File: src/rtl/dualorg_pkg.sv
package dualorg_pkg;
    typedef enum logic [1:0] {
        OP_IDLE  = 2'd0,
        OP_WRITE = 2'd1,
        OP_READ  = 2'd2,
        OP_MUTE  = 2'd3
    } op_e;

    typedef struct packed {
        logic       en;
        logic [3:0] data;
    } rd_out_t;
endpackage

File: src/rtl/dualorg_ctrl.sv
module dualorg_ctrl
    import dualorg_pkg::*;
#(
    parameter int ADDR_W = 10,
    localparam int GRP_W = ADDR_W - 2
) (
    input  logic              cs_n,
    input  logic              we_n,
    input  logic              oe_n,
    input  logic              wide_mode,
    input  logic [ADDR_W-1:0] addr,
    input  logic [3:0]        din,
    output op_e               op,
    output logic [GRP_W-1:0]  grp,
    output logic [1:0]        lane,
    output logic [3:0]        wr_mask,
    output logic [3:0]        wr_data
);
    always_comb begin
        if (cs_n)       op = OP_IDLE;
        else if (!we_n) op = OP_WRITE;
        else if (!oe_n) op = OP_READ;
        else            op = OP_MUTE;
    end

    assign grp  = addr[ADDR_W-1:2];
    assign lane = addr[1:0];

    always_comb begin
        wr_mask = 4'h0;
        wr_data = 4'h0;
        if (op == OP_WRITE) begin
            if (wide_mode) begin
                wr_mask = 4'hF;
                wr_data = din;
            end else begin
                wr_mask = 4'(1) << lane;
                wr_data = {4{din[0]}};
            end
        end
    end
endmodule

File: src/rtl/dualorg_array.sv
module dualorg_array #(
    parameter int DEPTH = 1024,
    localparam int ADDR_W = $clog2(DEPTH),
    localparam int GRP_W  = ADDR_W - 2,
    localparam int GROUPS = DEPTH / 4
) (
    input  logic             clk,
    input  logic [GRP_W-1:0] grp,
    input  logic [3:0]       wr_mask,
    input  logic [3:0]       wr_data,
    output logic [3:0]       rd_nib
);
    logic [DEPTH-1:0] bits_w;

    for (genvar g = 0; g < GROUPS; g++) begin : g_cell
        logic [3:0] cell_d, cell_q;
        logic       hit;
        assign hit = (grp == GRP_W'(g));
        always_comb begin
            cell_d = cell_q;
            if (hit) begin
                for (int i = 0; i < 4; i++) begin
                    if (wr_mask[i]) cell_d[i] = wr_data[i];
                end
            end
        end
        always_ff @(posedge clk) begin
            cell_q <= cell_d;
        end
        assign bits_w[g*4 +: 4] = cell_q;
    end

    assign rd_nib = bits_w[{grp, 2'b00} +: 4];
endmodule

File: src/rtl/dualorg_rdmux.sv
module dualorg_rdmux (
    input  logic       wide_mode,
    input  logic [1:0] lane,
    input  logic [3:0] rd_nib,
    output logic [3:0] rd_val
);
    always_comb begin
        if (wide_mode) rd_val = rd_nib;
        else           rd_val = {3'b000, rd_nib[lane]};
    end
endmodule

File: src/rtl/dualorg_sram.sv
module dualorg_sram
    import dualorg_pkg::*;
#(
    parameter int DEPTH = 1024,
    localparam int ADDR_W = $clog2(DEPTH),
    localparam int GRP_W  = ADDR_W - 2
) (
    input  logic              clk,
    input  logic              rst_n,
    input  logic              cs_n,
    input  logic              we_n,
    input  logic              oe_n,
    input  logic              wide_mode,
    input  logic [ADDR_W-1:0] addr,
    input  logic [3:0]        din,
    output logic [3:0]        dout,
    output logic              dout_en
);
    op_e              op;
    logic [GRP_W-1:0] grp;
    logic [1:0]       lane;
    logic [3:0]       wr_mask, wr_data, rd_nib, rd_val;
    rd_out_t          out_d, out_q;

    dualorg_ctrl #(.ADDR_W(ADDR_W)) u_ctrl (
        .cs_n(cs_n), .we_n(we_n), .oe_n(oe_n), .wide_mode(wide_mode),
        .addr(addr), .din(din), .op(op), .grp(grp), .lane(lane),
        .wr_mask(wr_mask), .wr_data(wr_data)
    );

    dualorg_array #(.DEPTH(DEPTH)) u_array (
        .clk(clk), .grp(grp), .wr_mask(wr_mask), .wr_data(wr_data),
        .rd_nib(rd_nib)
    );

    dualorg_rdmux u_rdmux (
        .wide_mode(wide_mode), .lane(lane), .rd_nib(rd_nib), .rd_val(rd_val)
    );

    always_comb begin
        out_d = '0;
        if (op == OP_READ) begin
            out_d.en   = 1'b1;
            out_d.data = rd_val;
        end
    end

    always_ff @(posedge clk or negedge rst_n) begin
        if (!rst_n) out_q <= '0;
        else        out_q <= out_d;
    end

    assign dout    = out_q.data;
    assign dout_en = out_q.en;
endmodule

File: config.mk
export PLATFORM = sky130hd
export DESIGN_NAME = dualorg_sram
export DESIGN_NICKNAME = d
export VERILOG_FILES = /design/src/rtl/dualorg_pkg.sv /design/src/rtl/dualorg_ctrl.sv /design/src/rtl/dualorg_array.sv /design/src/rtl/dualorg_rdmux.sv /design/src/rtl/dualorg_sram.sv
export SDC_FILE = /design/constraint.sdc
export NUM_CORES = 1
export LEC_CHECK = 0
export BUFFER_PORTS_ARGS = -buffer_cell sky130_fd_sc_hd__buf_2
export CORE_MARGIN = 4
export CORE_UTILIZATION = 60
export DETAILED_ROUTE_END_ITERATION = 7
export PLACE_DENSITY = 0.73
export SLEW_MARGIN = 10
export SYNTH_ARGS = -nofsm -noshare
export SYNTH_HDL_FRONTEND = slang
export SYNTH_HIERARCHICAL = 1
export SYNTH_SLANG_ARGS = --single-unit
File: constraint.sdc
create_clock -name clk -period 2.8 [get_ports clk]
set_clock_uncertainty 0.1 [all_clocks]
set_input_delay 0.28 -clock clk [delete_from_list [all_inputs] [get_ports clk]]
set_output_delay 0.28 -clock clk [all_outputs]
set_load 0.01 [all_outputs]
==> out/metrics.yaml, run 1 <==
run_status:
  status: "complete, but fails checks"
  failed_checks: "setup timing"
global_routing:
  grt_overflow: 0
  track_usage_pct: 29.48
  antenna_found_initial: 2
  grt_max_degree: 161
  first_global_vias: 28439
  grt_pass1_wl_um: 181600
routing:
  wl_met3_um: 12880
  drtIter0Drc: 3898
  antenna_left: 0
  wl_um: 120100
  drc: 0
  viasPerCell: 6.980
  dr.max_layer_used: "met5"
  wl_met1_um: 45410
  wl_per_cell_um: 29.54
  drtPass1Iterations: 6
  met2_length_um: 57630
  vias: 28386
placement:
  gp_congestion: 0.8050
  post_dp_cell_area_um2: 49240
  port_buffers: 24
  dpl.hpwl_um: 61480
synth:
  netlist_area_um2: 46660
  synth_nets: 3042
  ys_seq_area_share_pct: 66.17
  ys_ff_latch: 1029
  netlist_instances: 3022
  synth_warnings: 6
  ys_types: 28
  syn_area_per_cell_um2: 15.44
timing:
  tns_ns: -0.03411
  fin_ws_ns: -0.03411
  setup_viol: 1
  fin_crit_ns: 2.834
  timing.fmax_ghz: 0.3528
  holdWs_ns: 0.07302
  hold_viol_final: 0
  finalMaxSlewViolations: 0
  relSlewSlack_pct: 44.51
  rsz0062_at_grt: "yes"
  worst_slew_pin_slew_ns: 0.8323
  fin_crit_sh_pct: 101.2
hold_path:
  hold_class: "input port to register"
cts:
  clkTransAtPathRegs_ns: 0.06
  h-tree-depth: 3
  clock_latency_ns: 0.67
  clock_path_buffers: 3
  cts-root-buf: "clkbuf_16"
  cts_buffers: 105
  cts_tree: "yes"
  cts.sink_count: 1029
power_and_ir_drop:
  p_int_uw: 25120
  p_per_area_nw_per_um2: 611.4
  peakVddDrop_mv: 0.4404
  p_comb_share_pct: 6.2
  finalPower_uw: 32240
  swShare_pct: 22.07
  clockPowerShare_pct: 41.4
  switching_power_uw: 7115
  leakage_uw: 0.01875
  p_seq_share_pct: 52.4
final_layout:
  mostFrequentLayoutCells: "and3_1, edfxtp_1, mux4_2"
  area_growth_pct: 13.01
  fillCellCount: 4788
  fin_area_um2: 52730
  fin_nets: 2972
  drive_gt1_share_pct: 22.90
worst_setup_path:
  critPathCapture: "dout[0]"
  crit_arrival_ns: 3.29
  r2r_slack_ns: -0.03
  crit_fanout: 2
  end_kind: "register"
  setup.worst_path.start_class: "register"
  r2r_end: "dout[0]"
  crit_path_start: "u_array/g_cell[123].cell_q[2]"
  required_ns: 3.26
  reg2reg_depth: 10
  crit_type: "register to register"
  timing.rr.start: "u_array/g_cell[123].cell_q[2]"
die:
  num_rows: 101
  fp.dieH_um: 286.9
  ios: 25
  initial_core_util_pct: 61.03
  core-area_um2: 76450
  die-area_um2: 82290
  die_x_um: 286.9
run:
  drv_cap: 0
[metal layers]
metal | up-vias | global-route usage [%]
met4 | 2 | 10.07
met5 | - | 0
met1 | 14555 | 41.88
met3 | 301 | 5.416
met2 | 1650 | 46.93
li1 | 11878 | -
[power groups by stage]
stage	clock, µW	sequential, µW	combinational (µW)
6_report	13300	16900	2010
5_1_grt	14100	16900	2100
4_1_cts	13500	16900	1960
3_5_place_dp	0	17200	1940
3_3_place_gp	0	17200	1890
2_1_floorplan	0	17200	1040
[cell type report]
class / instances / area, µm² / area share [%]
inverters: 3 / 11.26 / 0.02136
diodes: 2 / 5.005 / 0.009491
repair buffers: 235 / 2793 / 5.296
clock buffers: 136 / 2829 / 5.365
multi-input cells: 1578 / 14530 / 27.56
flip-flops and latches: 1029 / 30870 / 58.55
well taps: 1030 / 1289 / 2.444
clock inverters: 54 / 395.4 / 0.7498
[how the worst min path moves through the flow]
stage / from / end / cells after the start
3_5_place_dp: rst_n / dout_en / 1
6_report: wide_mode / dout[1] / 3
4_1_cts: wide_mode / dout[1] / 3
3_3_place_gp: rst_n / dout_en / 1
2_1_floorplan: rst_n / dout[0] / 0
5_1_grt: wide_mode / dout[1] / 3
[synthesized netlist by cell type]
master / number / area (µm²)
or2_1: 1 / 6.260
nand2b_1: 11 / 68.82
o41ai_1: 16 / 140.1
nor4_2: 1 / 12.51
buf_6: 6 / 67.56
and3b_1: 4 / 35.03
and3_1: 1024 / 6406
mux4_2: 256 / 5766
dfrtp_1: 5 / 125.1
buf_1: 11 / 41.29
nand2_1: 7 / 26.28
inv_1: 3 / 11.26
mux2i_1: 1 / 10.01
and2_1: 5 / 31.28
nor3_1: 8 / 40.04
o22a_1: 1 / 8.760
nor3_2: 2 / 20.02
buf_4: 19 / 142.6
nor2b_1: 6 / 37.54
clkbuf_1: 356 / 1336
a21oi_1: 73 / 365.4
a22oi_1: 128 / 960.9
nor2_1: 27 / 101.4
edfxtp_1: 1024 / 30750
nand4_1: 4 / 25.02
or2_2: 2 / 12.51
nor3b_2: 1 / 12.51
buf_2: 20 / 100.1
[sequential cells by signal, summed over array words and instances, names as in the netlist]
signal and cells:
dout_en 1, u_array/g_cell.cell_q 1024, dout 4
[stage by stage]
step,setup WS (ns),instances,util (%)
after floorplan,-0.9036,3022,-
after global placement,-0.8959,3867,64.41
after detailed placement,-0.9121,3867,64.41
after CTS,-0.04673,4065,68.83
after global routing,-0.09983,4065,68.96
final,-0.03411,4067,68.97
[logic make-up (layout without fill, tap and decap cells)]
logic type	count (synthesis)	after routing	share of synthesized area [%]
other	0	2	0
muxes	257	257	12.38
DFF	1029	1029	66.17
buffers and inverters	415	428	3.642
AOI/OAI and AO/OA	218	218	3.162
and+or+nand+nor	1103	1103	14.65
[timing repair]
action / CTS / global route
gates cloned: 0 / 0
resized for setup: 12 / 17
hold buffers: 7 / 0
pin swaps: 5 / 1
endpoints found under the hold margin: 12 / 0
setup endpoints to repair: 2 / 2
setup buffers: 1 / 0
[worst max-delay path: stages, from the launching register on]
cell and delay (ns):
edfxtp_1 0.37, mux4_2 0.50, a22oi_2 0.28, a21oi_1 0.14, o41ai_2 0.35, buf_4 0.18
nand4_1 0.14, nor3b_2 0.19, a21oi_1 0.07, o22a_1 0.24, and3b_1 0.18
No activity file was read; power rests on OpenSTA's default activity.
==> run 2: changes to the inputs <==
SETUP_SLACK_MARGIN = 0.5   (was unset)
clock period = 2.9 ns   (was 2.8 ns; I/O delays follow)
==> out/metrics.yaml, run 2 (synthesis results as in run 1) <==
timing:
  timing.fmax_ghz: 0.3524  # was 0.3528 GHz
  hold_viol_final: 0  # unchanged
  fin_crit_sh_pct: 97.84  # was 101.2%
  worst_slew_pin_slew_ns: 0.8032  # was 0.8323 ns
  fin_crit_ns: 2.838  # was 2.834 ns
  setup_viol: 0  # was 1
  relSlewSlack_pct: 46.26  # was 44.51%
  rsz0062_at_grt: "yes"  # unchanged
  finalMaxSlewViolations: 0  # unchanged
  fin_ws_ns: 0.06250  # was -0.03411 ns
  holdWs_ns: 0.07642  # was 0.07302 ns
final_layout:
  mostFrequentLayoutCells: "and3_1, edfxtp_1, mux4_2"  # unchanged
  area_growth_pct: 13.71  # was 13.01%
  largest_reg_flops: 1024  # unchanged
  drive_gt1_share_pct: 24.47  # was 22.90%
  seq_area_um2: 30870  # unchanged
  largest-register: "u_array/g_cell.cell_q"  # unchanged
  multi_input_area_um2: 14680  # was 14530 µm²
  fin_nets: 2966  # was 2972
  fillCellCount: 4882  # was 4788
  post-route-util_pct: 69.39  # was 68.97%
placement:
  port_buffers: 24  # unchanged
  pre_cts_ws_ns: -0.7665  # was -0.9121 ns
  dpl.hpwl_um: 60800  # was 61480 µm
  gp_congestion: 0.7777  # was 0.8050
hold_path:
  hold_class: "input port to register"  # unchanged
worst_setup_path:
  cp_slowest_cell: "mux4_2"  # unchanged
  worstPathCellList: "mux4_2 -> a22oi_2 -> a21oi_2 -> o41ai_2 -> buf_4 -> nand4_1 -> mux2i_1 -> a21oi_1 -> o22a_1 -> and3b_1"  # was mux4_2 -> a22oi_2 -> a21oi_1 -> o41ai_2 -> buf_4 -> nand4_1 -> nor3b_2 -> a21oi_1 -> o22a_1 -> and3b_1
  crit_arrival_ns: 3.28  # was 3.29 ns
  crit_fanout: 2  # unchanged
  crit_type: "register to register"  # unchanged
  critPathMaxStageDelay_ns: 0.49  # was 0.50 ns
  end_kind: "register"  # unchanged
  setup.worst_path.start_class: "register"  # unchanged
  required_ns: 3.34  # was 3.26 ns
  cp_top_family: "compound AO/OA/AOI/OAI gates"  # unchanged
  cp_num_buf_inv: 1  # unchanged
routing:
  vias: 28242  # was 28386
  drtIter0Drc: 3434  # was 3898
  drtPass1Iterations: 5  # was 6
  wl_per_cell_um: 28.98  # was 29.54 µm
  antenna_left: 0  # unchanged
  wl_um: 117800  # was 120100 µm
  drc: 0  # unchanged
  viasPerCell: 6.949  # was 6.980
power_and_ir_drop:
  peakVddDrop_mv: 0.5040  # was 0.4404 mV
  p_per_area_nw_per_um2: 597.7  # was 611.4 nW/µm²
  leakage_uw: 0.01884  # was 0.01875 µW
cts:
  h-tree-depth: 3  # unchanged
  cts_tree: "yes"  # unchanged
  clock_latency_ns: 0.66  # was 0.67 ns
  clkTransAtPathRegs_ns: 0.06  # about the same
  cts.sink_count: 1029  # unchanged
  clock_path_buffers: 3  # unchanged
  cts-root-buf: "clkbuf_16"  # unchanged
  cts_buffers: 104  # was 105
global_routing:
  antenna_found_initial: 4  # was 2
  first_global_vias: 28590  # was 28439
  grt_max_degree: 179  # was 161
  grt_pass1_wl_um: 178000  # was 181600 µm
  track_usage_pct: 28.79  # was 29.48%
  grt_overflow: 0  # unchanged
die:
  fp.dieH_um: 286.9  # unchanged
  die-area_um2: 82290  # unchanged
  initial_core_util_pct: 61.03  # unchanged
  ios: 25  # unchanged
  die_x_um: 286.9  # unchanged
  core-area_um2: 76450  # unchanged
  num_rows: 101  # unchanged
run:
  drv_cap: 0  # unchanged
run_status:
  status: "completed"  # was complete, but fails checks
## run 2: changes by cell type in the layout (fill, tap and decap cells not counted), sizes merged
| cell | before | now |
|---|---|---|
| buf | 228 | 223 |
| bufinv | 5 | 11 |
| clkbuf | 136 | 138 |
| clkinv | 44 | 40 |
| clkinvlp | 2 | 3 |
| inv | 6 | 3 |
## run 2: worst register-to-register path: cells and delay by family (launching register included)
| family | cells | cell delay, ns |
|---|---|---|
| buffers and inverters | 1 | 0.20 |
| and+or+nand+nor | 2 | 0.35 |
| muxes | 2 | 0.71 |
| DFF | 1 | 0.38 |
| AOI/OAI and AO/OA | 5 | 0.99 |
## run 2: final cells by class
class	count	area share, %
sequential	1029	58.19
multi-input combinational	1578	27.68
clock buffer	138	5.424
timing repair buffer	230	5.207
tap	1030	2.429
clock inverter	54	1.038
inverter	3	0.02122
antenna	2	0.009433
## run 2: stage by stage
step                setup TNS [ns]  instances  cell area (µm²)  power (µW)
floorplan                  -758.13       3022            46910       17680
global placement            -2.171       3861            49180       18440
detailed placement          -2.281       3861            49180       18480
CTS                              0       4062            52970       31800
global route              -0.04190       4062            53050       32620
finish                           0       4064            53050       31710
## run 2: timing repair
action | in CTS | in global routing
hold endpoints to repair | 10 | 0
buffers inserted | 2 | 0
hold buffers | 7 | 0
pin swaps | 22 | 11
endpoints found under the setup margin | 4 | 31
resized for setup | 53 | 18
## run 2: path summary, 6_finish.rpt
| path | endpoint | cells past startpoint | from | slack, ns |
|---|---|---|---|---|
| min reg2reg | dout[0] | 8 | u_array/g_cell[242].cell_q[0] | 1.32 |
| max in group asynchronous | dout[1] | 3 | rst_n | 1.97 |
| max | dout[0] | 10 | u_array/g_cell[123].cell_q[1] | 0.06 |
| min in group asynchronous | dout_en | 3 | rst_n | 0.48 |
| min | dout[3] | 3 | wide_mode | 0.08 |
| max reg2reg | dout[0] | 10 | u_array/g_cell[123].cell_q[1] | 0.06 |
## run 2: where the power goes
| part | internal [µW] | switching (µW) | total [µW] |
|---|---|---|---|
| registers | 16300 | 4.07 | 16300 |
| clock network | 7930 | 5520 | 13400 |
| logic | 674 | 1280 | 1950 |
## run 2: layer usage
metal	up-vias	wire (µm)	track usage (%)
li1	11886	-	-
met1	14531	44670	39.93
met3	263	12090	6.677
met2	1562	56880	45.86
met4	0	4117	9.685
met5	-	0	0
